## src/rtl/sigchg_pkg.sv

```systemverilog
package sigchg_pkg;

    localparam int SC_TS_COUNT = 32;
    localparam int SC_NIB_W    = 4;
    localparam int SC_DATA_W   = 8;
    localparam int SC_ADDR_W   = 8;

    // Timeslots that carry no channel-associated signaling
    localparam int SC_SKIP_TS_A = 0;
    localparam int SC_SKIP_TS_B = 16;

    // Register offsets
    localparam logic [SC_ADDR_W-1:0] OFF_BLK_EN   = 8'h00;
    localparam logic [SC_ADDR_W-1:0] OFF_STATUS   = 8'h04;
    localparam logic [SC_ADDR_W-1:0] OFF_SIG_EN   = 8'h05;
    localparam logic [SC_ADDR_W-1:0] OFF_CTRL     = 8'h06;
    localparam logic [SC_ADDR_W-1:0] OFF_CHG_BASE = 8'h08;

endpackage

```

## src/rtl/sigchg_detect.sv

```systemverilog
module sigchg_detect #(
    parameter int TS_COUNT = sigchg_pkg::SC_TS_COUNT,
    parameter int NIB_W    = sigchg_pkg::SC_NIB_W,
    parameter int SKIP_A   = sigchg_pkg::SC_SKIP_TS_A,
    parameter int SKIP_B   = sigchg_pkg::SC_SKIP_TS_B,
    localparam int TS_W    = $clog2(TS_COUNT)
) (
    input  logic                clk,
    input  logic                rst_n,
    input  logic                sig_valid,
    input  logic [TS_W-1:0]     sig_ts,
    input  logic [NIB_W-1:0]    sig_nib,
    input  logic                mf_pulse,
    output logic                chg_evt,
    output logic [TS_COUNT-1:0] snapshot
);

    typedef struct packed {
        logic [TS_COUNT-1:0][NIB_W-1:0] nib;
        logic [TS_COUNT-1:0]            win;
        logic [TS_COUNT-1:0]            snap;
    } det_state_t;

    det_state_t st_d, st_q;
    logic [TS_COUNT-1:0] hit;

    // Per-timeslot compare; the two non-signaling slots never hit
    for (genvar i = 0; i < TS_COUNT; i++) begin : g_ts
        if (i == SKIP_A || i == SKIP_B) begin : g_skip
            assign hit[i] = 1'b0;
        end else begin : g_cmp
            assign hit[i] = sig_valid
                         && (sig_ts == TS_W'(i))
                         && (sig_nib != st_q.nib[i]);
        end
    end

    always_comb begin
        st_d = st_q;
        for (int i = 0; i < TS_COUNT; i++) begin
            if (hit[i]) begin
                st_d.nib[i] = sig_nib;
            end
        end
        if (mf_pulse) begin
            st_d.snap = st_q.win;
            st_d.win  = hit;
        end else begin
            st_d.win  = st_q.win | hit;
        end
    end

    always_ff @(posedge clk) begin
        if (!rst_n) begin
            st_q <= '0;
        end else begin
            st_q <= st_d;
        end
    end

    assign chg_evt  = |hit;
    assign snapshot = st_q.snap;

    AST_SKIP_TS: assert property (@(posedge clk) disable iff (!rst_n)
        (sig_valid && (sig_ts == TS_W'(SKIP_A) || sig_ts == TS_W'(SKIP_B))) |-> !chg_evt);
    AST_WINDOW_CLEAR: assert property (@(posedge clk) disable iff (!rst_n)
        (mf_pulse && !sig_valid) |=> (st_q.win == '0));
    AST_SNAP_XFER: assert property (@(posedge clk) disable iff (!rst_n)
        mf_pulse |=> (snapshot == $past(st_q.win)));
    AST_SNAP_STABLE: assert property (@(posedge clk) disable iff (!rst_n)
        !mf_pulse |=> $stable(snapshot));

endmodule

```

## src/rtl/sigchg_regs.sv

```systemverilog
module sigchg_regs #(
    parameter int TS_COUNT = sigchg_pkg::SC_TS_COUNT,
    parameter int DATA_W   = sigchg_pkg::SC_DATA_W,
    parameter int ADDR_W   = sigchg_pkg::SC_ADDR_W,
    localparam int CHG_REGS = TS_COUNT / DATA_W
) (
    input  logic                clk,
    input  logic                rst_n,
    input  logic                host_rd,
    input  logic                host_wr,
    input  logic [ADDR_W-1:0]   host_addr,
    input  logic [DATA_W-1:0]   host_wdata,
    input  logic                chg_evt,
    input  logic [TS_COUNT-1:0] snapshot,
    output logic [DATA_W-1:0]   host_rdata,
    output logic                irq
);
    import sigchg_pkg::*;

    typedef struct packed {
        logic              blk_en;
        logic              sig_en;
        logic              ror;
        logic              status;
        logic              irq;
        logic [DATA_W-1:0] rdata;
    } reg_state_t;

    reg_state_t        st_d, st_q;
    logic              set_req;
    logic              clr_req;
    logic [DATA_W-1:0] rd_mux;
    logic              unused_wdata;

    assign unused_wdata = ^host_wdata[DATA_W-1:1];

    // Read multiplexer
    always_comb begin
        rd_mux = '0;
        unique case (host_addr)
            OFF_BLK_EN: rd_mux[0] = st_q.blk_en;
            OFF_STATUS: rd_mux[0] = st_q.status;
            OFF_SIG_EN: rd_mux[0] = st_q.sig_en;
            OFF_CTRL:   rd_mux[0] = st_q.ror;
            default:    rd_mux    = '0;
        endcase
        for (int k = 0; k < CHG_REGS; k++) begin
            if (host_addr == OFF_CHG_BASE + ADDR_W'(k)) begin
                rd_mux = snapshot[k*DATA_W +: DATA_W];
            end
        end
    end

    assign set_req = chg_evt && st_q.sig_en && st_q.blk_en;
    assign clr_req = (host_rd && host_addr == OFF_STATUS && st_q.ror)
                  || (host_wr && host_addr == OFF_STATUS && !st_q.ror && host_wdata[0]);

    always_comb begin
        st_d = st_q;
        if (host_wr) begin
            if (host_addr == OFF_BLK_EN) st_d.blk_en = host_wdata[0];
            if (host_addr == OFF_SIG_EN) st_d.sig_en = host_wdata[0];
            if (host_addr == OFF_CTRL)   st_d.ror    = host_wdata[0];
        end
        if (host_rd) begin
            st_d.rdata = rd_mux;
        end
        // New event takes priority over a clear in the same cycle
        if (set_req) begin
            st_d.status = 1'b1;
        end else if (clr_req) begin
            st_d.status = 1'b0;
        end
        st_d.irq = st_q.status && st_q.sig_en && st_q.blk_en;
    end

    always_ff @(posedge clk) begin
        if (!rst_n) begin
            st_q <= '0;
        end else begin
            st_q <= st_d;
        end
    end

    assign host_rdata = st_q.rdata;
    assign irq        = st_q.irq;

    AST_SET_NEEDS_EN: assert property (@(posedge clk) disable iff (!rst_n)
        (!st_q.status && !(st_q.sig_en && st_q.blk_en)) |=> !st_q.status);
    AST_STATUS_HOLD: assert property (@(posedge clk) disable iff (!rst_n)
        (st_q.status && !clr_req) |=> st_q.status);
    AST_ROR_CLEAR: assert property (@(posedge clk) disable iff (!rst_n)
        (host_rd && host_addr == OFF_STATUS && st_q.ror && !chg_evt) |=> !st_q.status);
    AST_SET_WINS: assert property (@(posedge clk) disable iff (!rst_n)
        (chg_evt && st_q.sig_en && st_q.blk_en) |=> st_q.status);
    AST_IRQ_BLK_OFF: assert property (@(posedge clk) disable iff (!rst_n)
        !st_q.blk_en |=> !irq);
    AST_IRQ_NEEDS_STATUS: assert property (@(posedge clk) disable iff (!rst_n)
        !st_q.status |=> !irq);

endmodule

```

## src/rtl/sigchg_irq_unit.sv

```systemverilog
module sigchg_irq_unit #(
    parameter int TS_COUNT = sigchg_pkg::SC_TS_COUNT,
    parameter int NIB_W    = sigchg_pkg::SC_NIB_W,
    parameter int DATA_W   = sigchg_pkg::SC_DATA_W,
    parameter int ADDR_W   = sigchg_pkg::SC_ADDR_W,
    localparam int TS_W    = $clog2(TS_COUNT)
) (
    input  logic              clk,
    input  logic              rst_n,
    input  logic              sig_valid,
    input  logic [TS_W-1:0]   sig_ts,
    input  logic [NIB_W-1:0]  sig_abcd,
    input  logic              mf_pulse,
    input  logic              host_rd,
    input  logic              host_wr,
    input  logic [ADDR_W-1:0] host_addr,
    input  logic [DATA_W-1:0] host_wdata,
    output logic [DATA_W-1:0] host_rdata,
    output logic              irq
);

    logic                chg_evt;
    logic [TS_COUNT-1:0] snapshot;

    sigchg_detect #(
        .TS_COUNT (TS_COUNT),
        .NIB_W    (NIB_W),
        .SKIP_A   (sigchg_pkg::SC_SKIP_TS_A),
        .SKIP_B   (sigchg_pkg::SC_SKIP_TS_B)
    ) u_detect (
        .clk       (clk),
        .rst_n     (rst_n),
        .sig_valid (sig_valid),
        .sig_ts    (sig_ts),
        .sig_nib   (sig_abcd),
        .mf_pulse  (mf_pulse),
        .chg_evt   (chg_evt),
        .snapshot  (snapshot)
    );

    sigchg_regs #(
        .TS_COUNT (TS_COUNT),
        .DATA_W   (DATA_W),
        .ADDR_W   (ADDR_W)
    ) u_regs (
        .clk        (clk),
        .rst_n      (rst_n),
        .host_rd    (host_rd),
        .host_wr    (host_wr),
        .host_addr  (host_addr),
        .host_wdata (host_wdata),
        .chg_evt    (chg_evt),
        .snapshot   (snapshot),
        .host_rdata (host_rdata),
        .irq        (irq)
    );

    AST_IRQ_AFTER_RST: assert property (@(posedge clk)
        !rst_n |=> !irq);

endmodule

```

## config.mk

```make
export PLATFORM = sky130hd
export DESIGN_NAME = sigchg_irq_unit
export DESIGN_NICKNAME = d
export VERILOG_FILES = /design/src/rtl/sigchg_pkg.sv /design/src/rtl/sigchg_detect.sv /design/src/rtl/sigchg_regs.sv /design/src/rtl/sigchg_irq_unit.sv
export SDC_FILE = /design/constraint.sdc
export NUM_CORES = 1
export LEC_CHECK = 0
export BUFFER_PORTS_ARGS = -buffer_cell sky130_fd_sc_hd__buf_2
export CELL_PAD_IN_SITES_DETAIL_PLACEMENT = 1
export CELL_PAD_IN_SITES_GLOBAL_PLACEMENT = 1
export CORE_MARGIN = 2
export CORE_UTILIZATION = 52
export DETAILED_ROUTE_END_ITERATION = 8
export PLACE_DENSITY = 0.95
export REMOVE_ABC_BUFFERS = 1
export SKIP_CTS_REPAIR_TIMING = 1
export SYNTH_ARGS = -nofsm -noshare
export SYNTH_HDL_FRONTEND = slang
export SYNTH_HIERARCHICAL = 1
export SYNTH_SLANG_ARGS = --single-unit
```

## constraint.sdc

```tcl
create_clock -name clk -period 2.8 [get_ports clk]
set_input_delay 0.28 -clock clk [delete_from_list [all_inputs] [get_ports clk]]
set_output_delay 0.28 -clock clk [all_outputs]
set_load 0.005 [all_outputs]
```

==> flow_summary.ini, run 1 <==
[run_status]
status = completed

[timing]
finalMaxSlewViolations = 0
setup_viol = 0
min_period_over_period_pct = 89.6
tightest_slew_ps = 898
slew_headroom_pct = 39.4
worst_clock_skew_ps = 13.2
max_freq_mhz = 398
report.final.hold_viol_count = 0
setup_tns_ps = 0
rsz0062_at_grt = no
period_minus_slack_ps = 2510

[layout]
area_growth_pct = 7.43
layout_common_cells = 193 x dfxtp_1, 99 x nor2b_1, 91 x nand2_1
nets = 1059
layout-drive-gt1-share_pct = 13.5
layout_commonest_cell = dfxtp_1
n_antenna_cell = 0
stdcell_count = 1275

[cts]
cts_root_buf = clkbuf_16
ctsHtreeMaxLevel = 4
cts_buffer_depth = 2
cts.clk_slew.worst_paths_ps = 80
clock_latency_ps = 450
cts_buffers = 17
clkSinkCount = 193
tritoncts = yes

[detailed_routing]
route.detailed.drc = 0
dr.pass1.iters = 5
dr.first_iter.drc_count = 488
wire_per_inst_um = 23.5
viasPerCell = 6.14
wl_um = 30000
postRouteAntennaNets = 0
num_vias = 7831

[min_path]
min_to = u_regs/st_q[10]
hp-start = host_wdata[0]
whs_path_depth = 3
hp-class = in -> reg

[synth]
synth.avg_cell_area_um2 = 9.35
ys_seq_area_share_pct = 39.2
netlist_area_um2 = 9850
yosys_most_used_dff = dfxtp_1
ys_ff_latch = 193
synthCells = 1053
yosysWarnings = 6
synth_edf_count = 0
ys_types = 61
synthArstFlopShare_pct = 0

[floorplan]
dieArea_um2 = 20100
design.core.area_um2 = 18600
num_rows = 50
start_util_pct = 52.8
io_pins = 40
die_x_um = 142
die_y_um = 142

[placed_design]
gp_congestion = 0.802
port_buffers = 32
dp_hpwl_um = 18300
placed_cells = 1243

[pwr]
power_density_nw_per_um2 = 542
ir_drop_v = 0.000360
finalPower_uw = 5740
leakage_uw = 0.00379

[global_route]
grt-ovfl-total = 0
grtUsageTotal_pct = 30.6
antenna_found_initial = 0
grt_pass1_vias = 8391
grt_pass1_wl_um = 47300
grt_max_degree = 61

[critical_path]
regToRegEndpoint = u_regs/st_q[9]
worstPathArrival_ps = 2850
start_kind = flip-flop
cp-end-kind = flip-flop
crit_path_max_fanout = 2
crit_type = reg -> reg
r2r_start = u_detect/st_q[181]
r2r_slack_ps = 290
reg2regPathDepth = 8
required_ps = 3140

[job]
cap_violations = 0
==> cells in the mapped netlist (all sizes together), types with 4 or more instances <==
cell type	count	share of area (%)
xnor2	80	7.1
o221ai	7	0.62
nand4	8	0.51
dfxtp	193	39
nor2	19	0.75
o41ai	6	0.80
and2	4	0.25
xor2	40	3.6
nand2	95	3.8
nand4b	4	0.36
a21oi	6	0.30
nor2b	99	6.3
mux2	6	0.69
nor3	7	0.41
a211oi	7	0.53
inv	4	0.15
a41oi	14	1.7
nand2b	13	0.83
a21boi	90	6.9
buf	74	5.7
clkbuf	53	2.0
o21ai	43	2.2
mux2i	75	7.6
nand3	52	2.8
o21a	17	1.3
nor4	6	0.57
==> stage by stage <==
step	cell area, um^2	hold slack (ps)	util (%)	setup WS [ps]
detailed placement	10000	471	53.7	269
global placement	10000	462	53.7	366
floorplan	9090	374	-	674
CTS	10600	138	56.7	333
global route	10600	169	56.7	211
finish	10600	163	56.7	290
==> cell type report <==
| cell class | instances | area (um^2) |
|---|---|---|
| clock buffer | 18 | 429 |
| clock inverter | 14 | 144 |
| fill | 2085 | 8060 |
| inverter | 4 | 15.0 |
| multi-input combinational | 730 | 5210 |
| sequential | 193 | 3860 |
| tap | 234 | 293 |
| timing repair buffer | 82 | 626 |
==> kinds of logic after synthesis <==
family | after synthesis | synth area share, %
other | 1 | 0.0381
flip-flops | 193 | 39.2
AO/OA/AOI/OAI | 200 | 15.2
buffers and inverters | 131 | 7.90
multiplexers | 82 | 8.54
XOR/XNOR | 120 | 10.7
AND/OR/NAND/NOR | 326 | 18.4
==> critical path, stage by stage (launching register included) <==
cell       delay, ps
dfxtp_1          320
xor2_1           160
nor4_2           410
nor3_1           220
a2111oi_0        670
and4_1           310
nand4_1          120
nand3_1          130
a21boi_1          60
==> metal layers <==
metal | part of all wire [%] | up-vias | track usage, %
li1 | - | 3500 | -
met1 | 40 | 3939 | 34.8
met2 | 51 | 301 | 54.7
met3 | 5.1 | 91 | 6.65
met4 | 3.7 | 0 | 13.9
met5 | 0 | - | 0
==> worst max-delay path by stage <==
stage | start | end | cells after the start
after global placement | sig_abcd[1] | u_regs/st_q[9] | 10
after CTS | u_detect/st_q[181] | u_regs/st_q[9] | 8
after floorplan | sig_ts[4] | u_regs/st_q[9] | 8
final | u_detect/st_q[181] | u_regs/st_q[9] | 8
after global routing | u_detect/st_q[181] | u_regs/st_q[9] | 8
after detailed placement | sig_abcd[1] | u_regs/st_q[9] | 10
==> sequential cells by signal (all words and copies together) (netlist names) <==
signal and flops:
u_detect/st_q 150, u_regs/irq 1, u_regs/st_q 4, u_detect/snapshot 30, u_regs/host_rdata 8
==> power breakdown <==
| part | total, uW | leakage, uW | switching, uW | internal (uW) |
|---|---|---|---|---|
| registers | 2780 | 0.00156 | 16.5 | 2770 |
| clock network | 2440 | 0.000282 | 1180 | 1260 |
| logic | 519 | 0.00195 | 316 | 202 |
| total | 5740 | 0.00379 | 1510 | 4230 |
Note: power is estimated with default switching activity, not from simulation.
==> inputs of run 2 (changes only) <==
--- a/config.mk
+++ b/config.mk
@@ -9,9 +9,9 @@
 export CELL_PAD_IN_SITES_DETAIL_PLACEMENT = 1
 export CELL_PAD_IN_SITES_GLOBAL_PLACEMENT = 1
 export CORE_MARGIN = 2
-export CORE_UTILIZATION = 52
+export CORE_UTILIZATION = 45
 export DETAILED_ROUTE_END_ITERATION = 8
-export PLACE_DENSITY = 0.95
+export PLACE_DENSITY = 0.86
 export REMOVE_ABC_BUFFERS = 1
 export SKIP_CTS_REPAIR_TIMING = 1
 export SYNTH_ARGS = -nofsm -noshare
==> run 2 against run 1 <==
Compared with the run above: total power grew 2.1%; clock power rose by 6%; sequential power is essentially flat; clock-buffer cell count up 6; die area is 15% higher; non-clock buffer count rose by 1; routed wire length is 14% lower; critical path type unchanged; largest cell class unchanged; largest power group unchanged.
==> flow_summary.ini, run 2 (same netlist as run 1, synthesis figures left out) <==
[layout]
top_register = u_detect/st_q
nets = 1060
largest_register_ffs = 150
layout_common_cells = 193 x dfxtp_1, 99 x nor2b_1, 91 x nand2_1
n_antenna_cell = 0
layout-drive-gt1-share_pct = 13.5
area_growth_pct = 8.39
layout_commonest_cell = dfxtp_1
design_area_um2 = 10700

[timing]
report.final.hold_viol_count = 0
finalMaxSlewViolations = 0
setup_tns_ps = 0
max_freq_mhz = 431
period_minus_slack_ps = 2320
min_period_over_period_pct = 82.8
whs_ps = 171
rsz0062_at_grt = no
slew_headroom_pct = 35.9
worst_clock_skew_ps = 7.35
tightest_slew_ps = 948
setup_viol = 0

[floorplan]
start_util_pct = 45.5
design.core.area_um2 = 21600
io_pins = 40
dieArea_um2 = 23100
die_x_um = 152
die_y_um = 152
num_rows = 54

[cts]
clock_latency_ps = 430
clkSinkCount = 193
cts.clk_slew.worst_paths_ps = 70
ctsHtreeMaxLevel = 4
cts_buffer_depth = 2
tritoncts = yes
cts_root_buf = clkbuf_16
cts_buffers = 17

[detailed_routing]
dr.pass1.iters = 4
wire_per_inst_um = 19.4
num_vias = 7302
wl_um = 25700
dr.first_iter.drc_count = 335
viasPerCell = 5.52
route.detailed.drc = 0
postRouteAntennaNets = 0

[global_route]
antenna_found_initial = 0
grt_pass1_wl_um = 41500
met1_usage_pct = 27.5
grt_max_degree = 92
grt.busiest_layer = met2
grt_util_met2_pct = 38.5
grtUsageTotal_pct = 22.1
gr-usage-met3_pct = 3.42
grt_pass1_vias = 7709
grt-ovfl-total = 0

[placed_design]
dp_hpwl_um = 15700
port_buffers = 32
gp_congestion = 0.761
post_dp_cell_area_um2 = 10000

[critical_path]
crit_type = reg -> reg
worstPathArrival_ps = 2640
cp-end-kind = flip-flop
crit_path_max_fanout = 2
required_ps = 3120
start_kind = flip-flop

[job]
cap_violations = 0

[pwr]
leakage_uw = 0.00381
ir_drop_v = 0.000362
power_density_nw_per_um2 = 549

[min_path]
hp-class = in -> reg

[run_status]
status = completed
## run 2: cell count changes in the layout (fill, tap and decap cells not counted)
cell | previous run | this run
buf_12 | 7 | 5
buf_4 | 44 | 47
bufinv_16 | 1 | 3
clkbuf_1 | 1 | 2
clkbuf_8 | 0 | 5
clkinv_2 | 0 | 2
clkinv_4 | 4 | 2
clkinvlp_4 | 0 | 1
inv_6 | 9 | 0
## run 2: worst paths after layout
| path | from | end | slack (ps) | cells past startpoint |
|---|---|---|---|---|
| worst max-delay path | u_detect/st_q[186] | u_regs/st_q[9] | 480 | 7 |
| worst min-delay path | host_wdata[0] | u_regs/st_q[10] | 170 | 3 |
| worst max register to register | u_detect/st_q[186] | u_regs/st_q[9] | 480 | 7 |
| worst min register to register | u_detect/st_q[147] | u_detect/st_q[147] | 480 | 2 |
## run 2: final cells by class
type / instances / area [um^2]
Sequential cell: 193 / 3860
Clock inverter: 8 / 125
Clock buffer: 24 / 502
Multi-Input combinational cell: 730 / 5210
Inverter: 4 / 15.0
Tap cell: 280 / 350
Fill cell: 2434 / 10900
Timing Repair Buffer: 83 / 608
## run 2: per-stage QoR
| stage | setup WS, ps | cells | total power [uW] | utilization (%) |
|---|---|---|---|---|
| after floorplan | 674 | 927 | 3060 | - |
| after global placement | 391 | 1290 | 3310 | 46.5 |
| after detailed placement | 251 | 1290 | 3320 | 46.5 |
| after CTS | 510 | 1322 | 5890 | 49.4 |
| after global routing | 421 | 1322 | 6040 | 49.4 |
| final | 482 | 1322 | 5860 | 49.4 |
## run 2: worst max-delay path, cell delays in order, from the launching register on
cell and delay (ps):
dfxtp_1 330, xor2_1 140, o41ai_1 880, nand2_1 150, nor4b_2 330, nand4_1 180, nand3_1 130, a21boi_1 60
## run 2: where the power goes
group          switching, uW  leakage, uW  internal [uW]
registers               14.5      0.00156           2770
logic                    298      0.00195            193
clock network           1060     0.000306           1530
## run 2: routing by layer
layer,share of wire (%),up-vias
met1,45,3633
met5,0,-
li1,-,3503
met2,50,119
met3,2.8,47
met4,2.2,0
